`config.mk`:
```
export PLATFORM = sky130hd
export DESIGN_NAME = tx_start_ctrl
export DESIGN_NICKNAME = d
export VERILOG_FILES = /design/src/rtl/txs_pkg.sv /design/src/rtl/txs_cmd_reg.sv /design/src/rtl/txs_refill.sv /design/src/rtl/txs_irq.sv /design/src/rtl/tx_start_ctrl.sv
export SDC_FILE = /design/constraint.sdc
export NUM_CORES = 1
export LEC_CHECK = 0
export CAP_MARGIN = 15
export CORE_MARGIN = 3
export CORE_UTILIZATION = 55
export DETAILED_ROUTE_END_ITERATION = 7
export DONT_BUFFER_PORTS = 1
export PLACE_DENSITY = 0.85
export REMOVE_ABC_BUFFERS = 1
export SLEW_MARGIN = 20
export SYNTH_ARGS = -nofsm -noshare
export SYNTH_HDL_FRONTEND = slang
export SYNTH_HIERARCHICAL = 1
export SYNTH_SLANG_ARGS = --single-unit
```
`constraint.sdc`:
```
create_clock -name clk -period 1.7 [get_ports clk]
set_input_delay 0.255 -clock clk [delete_from_list [all_inputs] [get_ports clk]]
set_output_delay 0.255 -clock clk [all_outputs]
set_load 0.01 [all_outputs]
```
`src/rtl/txs_pkg.sv`:
```
package txs_pkg;

    typedef enum logic [1:0] {
        TXS_IDLE  = 2'd0,
        TXS_SEND  = 2'd1,
        TXS_ABORT = 2'd2
    } txs_state_e;

    localparam logic [1:0] CMD_NONE  = 2'b00;
    localparam logic [1:0] CMD_LDMA  = 2'b01;
    localparam logic [1:0] CMD_DFIFO = 2'b10;

    localparam int          ERR_BIT       = 5;
    localparam logic [3:0]  DMA_DONE_CODE = 4'h1;
    localparam int          THR_STEPS     = 4;

    typedef struct packed {
        logic start;
        logic done;
        logic underrun;
        logic collide;
    } txs_evt_t;

    function automatic logic cmd_can_start(input logic [1:0] c);
        return (c == CMD_LDMA) || (c == CMD_DFIFO);
    endfunction

endpackage

```
`src/rtl/txs_cmd_reg.sv`:
```
module txs_cmd_reg
    import txs_pkg::*;
(
    input  logic       clk,
    input  logic       rst,
    input  logic       wr_en,
    input  logic [1:0] wr_data,
    input  logic       busy,
    input  logic       clr_cmd,
    input  logic       set_done,
    output logic [1:0] cmd_q,
    output logic [3:0] status_q
);

    always_ff @(posedge clk) begin
        if (rst) begin
            cmd_q    <= CMD_NONE;
            status_q <= '0;
        end else begin
            if (clr_cmd) begin
                cmd_q <= CMD_NONE;
            end else if (wr_en && !busy) begin
                cmd_q <= wr_data;
            end
            if (set_done) begin
                status_q <= DMA_DONE_CODE;
            end
        end
    end

endmodule

```
`src/rtl/txs_refill.sv`:
```
module txs_refill
    import txs_pkg::*;
#(
    parameter int DEPTH = 2048,
    parameter int LVL_W = 12
) (
    input  logic             active,
    input  logic             dma_mode,
    input  logic [1:0]       thr_sel,
    input  logic [LVL_W-1:0] level,
    output logic             fetch_req
);

    logic [LVL_W-1:0] thr_tab [THR_STEPS];
    logic [LVL_W-1:0] free_space;

    for (genvar g = 0; g < THR_STEPS; g++) begin : g_thr
        assign thr_tab[g] = LVL_W'(((g + 1) * DEPTH) / THR_STEPS);
    end

    assign free_space = LVL_W'(DEPTH) - level;
    assign fetch_req  = active && dma_mode && (free_space >= thr_tab[thr_sel]);

endmodule

```
`src/rtl/txs_irq.sv`:
```
module txs_irq
    import txs_pkg::*;
#(
    parameter int REG_W = 8
) (
    input  logic             clk,
    input  logic             rst,
    input  logic             err_set,
    input  logic             clr_wr,
    input  logic [REG_W-1:0] clr_data,
    input  logic             mask_wr,
    input  logic [REG_W-1:0] mask_data,
    output logic [REG_W-1:0] status_q,
    output logic [REG_W-1:0] mask_q,
    output logic             irq
);

    logic [REG_W-1:0] set_vec;

    always_comb begin
        set_vec          = '0;
        set_vec[ERR_BIT] = err_set;
    end

    always_ff @(posedge clk) begin
        if (rst) begin
            status_q <= '0;
            mask_q   <= '0;
        end else begin
            status_q <= (status_q & ~(clr_wr ? clr_data : '0)) | set_vec;
            if (mask_wr) begin
                mask_q <= mask_data;
            end
        end
    end

    assign irq = |(status_q & mask_q);

endmodule

```
`src/rtl/tx_start_ctrl.sv`:
```
module tx_start_ctrl
    import txs_pkg::*;
#(
    parameter  int FIFO_DEPTH = 2048,
    parameter  int REG_W      = 8,
    localparam int LVL_W      = $clog2(FIFO_DEPTH + 1)
) (
    input  logic             clk,
    input  logic             rst,
    input  logic             cmd_wr,
    input  logic [1:0]       cmd_wdata,
    input  logic [1:0]       thr_sel,
    input  logic             istat_wr,
    input  logic [REG_W-1:0] istat_wdata,
    input  logic             imask_wr,
    input  logic [REG_W-1:0] imask_wdata,
    input  logic [LVL_W-1:0] fifo_level,
    input  logic             fifo_eop,
    input  logic             ifg_done,
    input  logic             backoff_done,
    input  logic             collision,
    input  logic             ser_rd,
    input  logic             ser_done,
    output logic             tx_start,
    output logic             fetch_req,
    output logic             tx_abort,
    output logic             irq,
    output logic [1:0]       cmd_q,
    output logic [3:0]       dma_status,
    output logic [REG_W-1:0] int_status,
    output logic [REG_W-1:0] int_mask
);

    txs_state_e state_q, state_d;
    txs_evt_t   evt;
    logic       bo_pend_q;
    logic       start_q;
    logic       fifo_ready;

    assign fifo_ready = fifo_eop || (fifo_level == LVL_W'(FIFO_DEPTH));

    always_comb begin
        evt          = '0;
        state_d      = state_q;
        unique case (state_q)
            TXS_IDLE: begin
                evt.start = cmd_can_start(cmd_q) && ifg_done && fifo_ready && !bo_pend_q;
                if (evt.start) state_d = TXS_SEND;
            end
            TXS_SEND: begin
                evt.collide  = collision;
                evt.done     = !collision && ser_done;
                evt.underrun = !collision && !ser_done && ser_rd && (fifo_level == '0);
                if (evt.collide || evt.done) state_d = TXS_IDLE;
                else if (evt.underrun)       state_d = TXS_ABORT;
            end
            TXS_ABORT: state_d = TXS_IDLE;
            default:   state_d = TXS_IDLE;
        endcase
    end

    always_ff @(posedge clk) begin
        if (rst) begin
            state_q   <= TXS_IDLE;
            bo_pend_q <= 1'b0;
            start_q   <= 1'b0;
        end else begin
            state_q <= state_d;
            start_q <= evt.start;
            if (evt.collide)       bo_pend_q <= 1'b1;
            else if (backoff_done) bo_pend_q <= 1'b0;
        end
    end

    assign tx_start = start_q;
    assign tx_abort = (state_q == TXS_ABORT);

    txs_cmd_reg u_cmd (
        .clk      (clk),
        .rst      (rst),
        .wr_en    (cmd_wr),
        .wr_data  (cmd_wdata),
        .busy     (state_q != TXS_IDLE),
        .clr_cmd  (evt.done || evt.underrun),
        .set_done (evt.done),
        .cmd_q    (cmd_q),
        .status_q (dma_status)
    );

    txs_refill #(
        .DEPTH (FIFO_DEPTH),
        .LVL_W (LVL_W)
    ) u_refill (
        .active    (state_q == TXS_SEND),
        .dma_mode  (cmd_q == CMD_LDMA),
        .thr_sel   (thr_sel),
        .level     (fifo_level),
        .fetch_req (fetch_req)
    );

    txs_irq #(
        .REG_W (REG_W)
    ) u_irq (
        .clk       (clk),
        .rst       (rst),
        .err_set   (evt.underrun),
        .clr_wr    (istat_wr),
        .clr_data  (istat_wdata),
        .mask_wr   (imask_wr),
        .mask_data (imask_wdata),
        .status_q  (int_status),
        .mask_q    (int_mask),
        .irq       (irq)
    );

endmodule

```
# --- Yosys cells after proc, flatten, opt, wreduce, memory -nomap -nowiden ---
# Cells that the tools add are included.
word_totals:
  in_bits: 43
  ramBits: 0
  ff_bits: 23
  output_inout_bits: 26
  word_cells: 60
  n_memories: 0
  mem_bits_ro: 0
  latch_bits: 0
classes:
  n_bitwise: 6
  add_sub_neg: 1
  n_eq_ne: 7
  div: 0
  reduce_logical: 26
  n_shift: 0
  mux: 11
  multipliers: 0
  magnitude_cmp: 2
ops:
  columns: ["operator", "count"]
  rows:
  - ["binary-select mux 12 bit (select 2 bit)", 1]
  - ["2-to-1 mux 12 bit", 2]
  - ["AND 8 bit", 2]
  - ["equality test 12 bit, second input constant", 1]
  - [">= comparator 12 bit", 1]
  - ["logical NOT 12 bit", 1]
  - ["subtractor 12 bit, first input constant", 1]
  - ["logical AND 1 bit", 10]
  - ["2-to-1 mux 8 bit", 1]
  - ["NOT 8 bit", 1]
  - ["OR 8 x 6 -> 8 bit", 1]
  - ["OR reduction 8 bit", 1]
  - ["2-to-1 mux 2 bit", 3]
  - ["equality test 2 x 1 -> 1 bit, second input constant", 2]
  - ["equality test 2 bit, second input constant", 2]
  - ["logical NOT 1 bit", 4]
  - ["logical OR 1 bit", 4]
  - ["one-hot mux 2 bit (2 select lines)", 1]
  - ["nonzero test 2 bit", 2]
  - ["OR reduction 2 bit", 2]
  - [">= comparator 3 bit, second input constant", 1]
  - ["2-to-1 mux 3 bit", 1]
  - ["!= test 3 bit, second input constant", 1]
  - ["NOT 2 -> 3 bit", 1]
  - ["5 further kinds", 6]

# --- Longest topological paths before layout ---
# Gate-level depths: netlist of the first run.
logic_depth:
  word_depth: 7
  ltp_mapped: 7
  ltp_nobuf: 7

# --- By module ---
# Netlist of the first run, hierarchy kept.
modules_own_cells:
  columns: ["module", "area_each_um2", "seq_area_each_um2", "instances", "cells_each"]
  rows:
  - ["txs_irq", 606.8, 320.3, 1, 56]
  - ["tx_start_ctrl", 259.0, 80.1, 1, 28]
  - ["txs_refill", 211.5, 0.0, 1, 27]
  - ["txs_cmd_reg", 137.6, 60.1, 1, 14]

# --- Worst setup path after synthesis of the first run ---
# OpenSTA, ideal clock, no wires.
synth_path:
  path_type: "input to output"
  start: "in fifo_level[0]"
  end: "out fetch_req"
  setup_slack_ps: -9
  n_path_buf: 0
  cell_stages: 6
  t_arrival_ps: 1454
  required_ps: 1445
  cell_sequence: "nor4_1 > nand4b_1 > xnor2_1 > ha_1 > nand4_1 > o22ai_1"
synth_via:
  elab_chain_len: 3
synth_lines:
  columns: ["element", "line", "rtl"]
  rows:
  - ["start: declaration", "tx_start_ctrl.sv:17", "input logic [LVL_W-1:0] fifo_level,"]
  - ["subtractor 12 bit", "txs_refill.sv:21", "assign free_space = LVL_W'(DEPTH) - level;"]
  - [">= comparator 12 bit", "txs_refill.sv:22", "assign fetch_req = active && dma_mode && (free_space >= thr_tab[thr_sel]);"]
  - ["logical AND 1 bit", "txs_refill.sv:22", null]
  - ["end: declaration", "tx_start_ctrl.sv:25", "output logic fetch_req,"]
# Every way passes these cells.

# --- Final worst setup path of the first run ---
layout_path:
  start: "in fifo_level[3]"
  end: "out fetch_req"
# Same word-level chain as after synthesis.

==> results.cfg, run 1 <==
[synthesis]
ys_seq_area_share_pct = 37.9
synthSimpleGateAreaFrac_pct = 21.5
postSynth.asyncResetShare_pct = 0
synth-main-ff-cell = dfxtp_1
synth_top_family_by_area = simple AND/OR/NAND/NOR gates
synthTopCellsByArea = dfxtp_1, mux2i_1, ha_1
syn_inst = 125
syn_avg_cell_area_um2 = 9.72
yosys.area.top_type = dfxtp_1
ys_ff_latch = 23
netlist_area_um2 = 1210
synth_common_cells = dfxtp_1, inv_1, nor2_1
synth_most_common_cell = dfxtp_1
synth-edff-count = 0
synth_compound_area_share_pct = 13.7
yosysUniqueCellTypes = 38
synth_xor_area_share_pct = 2.16
ys_warn_count = 6
synthAdderAreaFrac_pct = 7.21
synthMuxAreaShare_pct = 8.24
synth_top_area_share_pct = 37.9

[critical_path]
cp-endpoint = fetch_req
rr_worst_depth = 4
slowest_stage = nor4_4
path_cells = nor4_4 -> nand4b_1 -> xnor2_1 -> ha_1 -> nand4_1 -> o22ai_1 -> buf_4
crit_arrival_ns = 1.58
cp-startpoint = fifo_level[3]
reg2reg_slack_ns = 0.20
start_kind = input port
timing.rr.start = u_cmd/cmd_q[1]
cp_slowest_stage_delay_ns = 0.34
crit_type = input port to primary output
cp.required_ns = 1.44
r2r-end = state_q[0]
cp_max_fo = 4
worst_setup_path_end_kind = primary output

[routing]
routedWlPerCell_um = 17.2
via_count = 940
dr.pass1.iters = 4
wl_mm = 2.79
drc = 0
drt_iter0_markers = 22
ant_nets = 0
routed_via_density = 5.80

[sta]
period_share_pct = 108
max_freq_mhz = 545
setup_ws_ns = -0.133
setup_viol = 1
slew_headroom_pct = 57.9
finalSetupTns_ns = -0.133
final_hold_viol_count = 0
rsz0062_at_grt = yes
skew_ns = 0.00402
fin_crit_ns = 1.83
finalMaxSlewViolations = 0
worstMarginPinSlew_ns = 0.632

[run_status]
status = complete, but fails checks
violations = negative setup slack

[floorplanning]
die_height_um = 53
die_w_um = 53
start_util_pct = 60.1
die_area_um2 = 2810
ios = 69
rows = 16
fp.coreArea_um2 = 2020

[grt]
grt_max_degree = 17
grt_pass1_wl_mm = 4.14
overflow = 0
antenna_found_initial = 0
track_usage_pct = 20.4
grt_pass1_vias = 980

[placement]
routabilityCongestion = 0.844
hpwl_mm = 2.02
io_buffers = 0
dpl.cell_count = 150
place_ws_ns = -0.208

[clocking]
cts.path.max_buffers = 2
clkSinkCount = 23
cts_tree = done
cts_inserted_buffers = 3
cts_root_buf = clkbuf_4
clk_latency_ns = 0.31
htreeDepth = 1
clk_pin_slew_worst_paths_ns = 0.13

[job]
drv_cap = 0

[layout]
insertedDiodeCount = 0
finalNonFillerCells = 162
layout-drive-gt1-share_pct = 17.8
areaGrowthSynthToFinish_pct = 11.0
num-fill-cells = 163
nets = 186

[pwr]
vdd_drop_max_mv = 0.583
powerDensity_nw_per_um2 = 694
p_total_mw = 0.937
p_leak_nw = 0.528

[worst_hold_path]
holdCritPathClass = input port to flip-flop
==> layout make-up <==
| class | instances | area [µm²] | area share (%) |
|---|---|---|---|
| multi-input cells | 84 | 679 | 50.4 |
| flip-flops and latches | 23 | 460 | 34.1 |
| repair buffers | 10 | 92.6 | 6.86 |
| inverters | 14 | 52.6 | 3.90 |
| well taps | 27 | 33.8 | 2.50 |
| clock buffers | 3 | 22.5 | 1.67 |
| clock inverters | 1 | 7.51 | 0.557 |
==> repair_timing <==
action                                  CTS  global route
endpoints found under the setup margin    1             2
gates resized for setup                   2             3
pin swaps                                 8             3
hold buffers                              2             4
buffers inserted                          1             1
endpoints found under the hold margin    16             6
==> registers in the layout (all words and copies together) (netlist names) <==
name and count:
tx_start 1, u_cmd/cmd_q 2, bo_pend_q 1, state_q 2
u_irq/status_q 8, u_cmd/status_q 1, u_irq/mask_q 8
==> report_power, final <==
| part | switching [mW] | internal, mW |
|---|---|---|
| sequential | 0.0222 | 0.555 |
| clock | 0.165 | 0.0897 |
| combinational | 0.0495 | 0.0546 |
| total | 0.237 | 0.700 |
==> placed cells by master, fill, tap and decap left out, drive strengths merged, types with 4 or more instances in the layout <==
| cell type | instances |
|---|---|
| dfxtp | 23 |
| inv | 14 |
| nor2 | 14 |
| mux2i | 10 |
| ha | 7 |
| a211oi | 7 |
| dlygate4sd3 | 5 |
| nor4 | 5 |
| nor3 | 4 |
| buf | 4 |
| a22oi | 4 |
==> metal layers <==
metal	track usage, %	wire (µm)
met1	23.4	1100
met2	35.1	1400
met3	7.89	285
met4	5.11	13
met5	0	0
==> kinds of logic (layout without fill, tap and decap cells) <==
kind of cell / Yosys count / in the layout
other cells: 1 / 3
compound gates: 20 / 20
flops: 23 / 23
fa+ha+maj: 7 / 7
xor+xnor: 3 / 3
simple gates: 41 / 41
mux: 10 / 10
buf+inv: 20 / 28
==> worst max-delay path: cells and delay by family <==
family                   cells  cell delay (ns)
XOR/XNOR                     1             0.15
AND/OR/NAND/NOR              3             0.60
buffers and inverters        1             0.14
adder cells (fa/ha/maj)      1             0.31
AO/OA/AOI/OAI                1             0.12
==> how the worst min path moves through the flow <==
stage          cells past startpoint                 to      startpoint
2_1_floorplan                      1  u_irq/status_q[0]             rst
3_3_place_gp                       1  u_irq/status_q[0]             rst
3_5_place_dp                       1  u_irq/status_q[0]             rst
4_1_cts                            1  u_irq/status_q[7]             rst
5_1_grt                            1  u_irq/status_q[2]  istat_wdata[2]
6_report                           1  u_irq/status_q[3]        istat_wr
==> per-stage QoR <==
stage,hold slack [ns],util [%],cell area (µm²)
2_1_floorplan,0.320,-,1170
6_report,0.0146,66.7,1350
5_1_grt,0.00368,66.7,1350
4_1_cts,0.000856,63.6,1290
3_5_place_dp,0.324,60.1,1210
3_3_place_gp,0.322,60.1,1210
No activity file was read; power rests on OpenSTA's default activity.
==> run 2: changes to the inputs <==
==> constraint.sdc (replaced) <==
create_clock -name clk -period 1.7 [get_ports clk]
set_input_delay 0.17 -clock clk [delete_from_list [all_inputs] [get_ports clk]]
set_output_delay 0.17 -clock clk [all_outputs]
set_load 0.01 [all_outputs]
==> run 2 against run 1 <==
The flow now finishes without violations. Design area is 4.0% higher. Flip-flop and latch count is the same. Hold slack gained 0.0013 ns. Clock skew fell by 0.0025 ns. Routed wire length grew 9.3%. Sequential power barely moved. Non-clock buffer count increased by 5. Power grew 2.2%. Count of clock-buffer cells in the layout is the same. Largest cell class unchanged.
==> results.cfg, run 2 (synthesis gave the netlist of run 1 again) <==
[critical_path]
cp_max_fo = 4
cp.required_ns = 1.53
path_buf_inv = 0
crit_type = input port to primary output
timing.rr.start = u_cmd/cmd_q[1]
worst_setup_path_end_kind = primary output
crit_arrival_ns = 1.44
path_cells = nor4_4 -> nand4b_1 -> xnor2_1 -> ha_1 -> a21oi_1 -> o22ai_2
crit_family = simple AND/OR/NAND/NOR gates
cp-startpoint = fifo_level[3]
cp_slowest_stage_delay_ns = 0.35
start_kind = input port
reg2reg_slack_ns = 0.25
slowest_stage = nor4_4

[sta]
skew_ns = 0.00150
fin_crit_ns = 1.61
setup_viol = 0
period_share_pct = 94.8
final_hold_viol_count = 0
slew_headroom_pct = 52.0
max_freq_mhz = 620
rsz0062_at_grt = no
finalMaxSlewViolations = 0
finalSetupTns_ns = 0
worstMarginPinSlew_ns = 0.720

[clocking]
htreeDepth = 1
cts_inserted_buffers = 3
clk_pin_slew_worst_paths_ns = 0.12
clkSinkCount = 23
cts.path.max_buffers = 2
clk_latency_ns = 0.31
cts_tree = done
cts_root_buf = clkbuf_4
cts_setup_buffers = 0

[pwr]
p_sw_share_pct = 25.9
seqPwrFrac_pct = 60.3
p_total_mw = 0.957
power_switching_mw = 0.247
vdd_drop_max_mv = 0.881
powerDensity_nw_per_um2 = 682
p_leak_nw = 0.544
clock_power_share_pct = 27.1
intPower_mw = 0.709
pwr-share-comb_pct = 12.6

[worst_hold_path]
min-delay-start = rst
holdCritPathClass = input port to flip-flop

[grt]
grt_pass1_vias = 1046
grt_max_degree = 20
track_usage_pct = 21.9
grt_pass1_wl_mm = 4.54
overflow = 0
antenna_found_initial = 0

[routing]
routed_via_density = 5.89
routedWlPerCell_um = 18.3
drt_iter0_markers = 17
via_count = 984
drc = 0
wl_mm = 3.05
ant_nets = 0
dr.pass1.iters = 4

[placement]
routabilityCongestion = 0.891
io_buffers = 0
hpwl_mm = 2.04

[layout]
nets = 191
num-fill-cells = 154
top_regs = u_irq/mask_q x8, u_irq/status_q x8
layout-drive-gt1-share_pct = 14.3
insertedDiodeCount = 0
final_common_cell = dfxtp_1
areaGrowthSynthToFinish_pct = 15.4
final_cell_mix = dfxtp_1, inv_1, nor2_1, dlygate4sd3_1, mux2i_1

[floorplanning]
die_w_um = 53
rows = 16
die_area_um2 = 2810
ios = 69
fp.coreArea_um2 = 2020
die_height_um = 53
start_util_pct = 60.1

[job]
drv_cap = 0

[run_status]
status = finished clean
## run 2: cell types whose count changed in the layout (fill, tap and decap cells not counted)
cell	delta
o22ai_1	-1
buf_4	-4
nor4_4	-1
dlygate4sd3_1	+9
a21oi_2	-1
o22ai_2	+1
nor4_2	+1
a21oi_1	+1
## run 2: worst register-to-register path, cell delays in order, from the launching register on
cell and delay, ns:
dfxtp_1 0.42, inv_1 0.06, ha_1 0.27, or4_4 0.52, o2bb2ai_2 0.13
## run 2: timing repair
| action | CTS | global route |
|---|---|---|
| hold buffers | 12 | 3 |
| endpoints found under the hold margin | 19 | 2 |
| setup endpoints to repair | 0 | 2 |
| resized for setup | 0 | 4 |
## run 2: metrics by stage
stage                     setup slack [ns]  hold slack (ns)  instances  instance area (µm²)  util (%)
after CTS                           0.0295          0.00258        164                 1350      66.8
final                               0.0876           0.0158        167                 1400      69.4
after global routing               0.00538          0.00123        167                 1400      69.4
after floorplan                      0.161            0.235        121                 1170         -
after detailed placement            0.0358            0.239        148                 1200      59.3
after global placement              0.0588            0.237        148                 1200      59.3
## run 2: power by group through the flow
stage	logic (mW)	registers (mW)	clock network (mW)
after global placement	0.0738	0.588	0
after floorplan	0.0669	0.585	0
after CTS	0.107	0.577	0.261
final	0.121	0.577	0.259
after detailed placement	0.0794	0.589	0
after global routing	0.134	0.580	0.290
## run 2: worst paths after layout
path	cells past startpoint	endpoint
max	6	fetch_req
min	1	u_irq/status_q[5]
max reg2reg	4	state_q[0]
min reg2reg	2	u_irq/status_q[1]
## run 2: cell type report
type                            instances  area [µm²]  share of cell area (%)
Clock buffer                            3        22.5                    1.61
Tap cell                               27        33.8                    2.41
Sequential cell                        23         460                    32.8
Clock inverter                          1        7.51                   0.535
Inverter                               14        52.6                    3.75
Multi-Input combinational cell         84         673                    48.0
Timing Repair Buffer                   15         153                    10.9
## run 2: metal layers
metal / track usage, % / vias up / wire length [µm]
li1: - / 466 / -
met1: 24.2 / 452 / 1170
met2: 38.6 / 60 / 1560
met3: 8.45 / 6 / 278
met4: 5.96 / 0 / 41
met5: 0 / - / 0
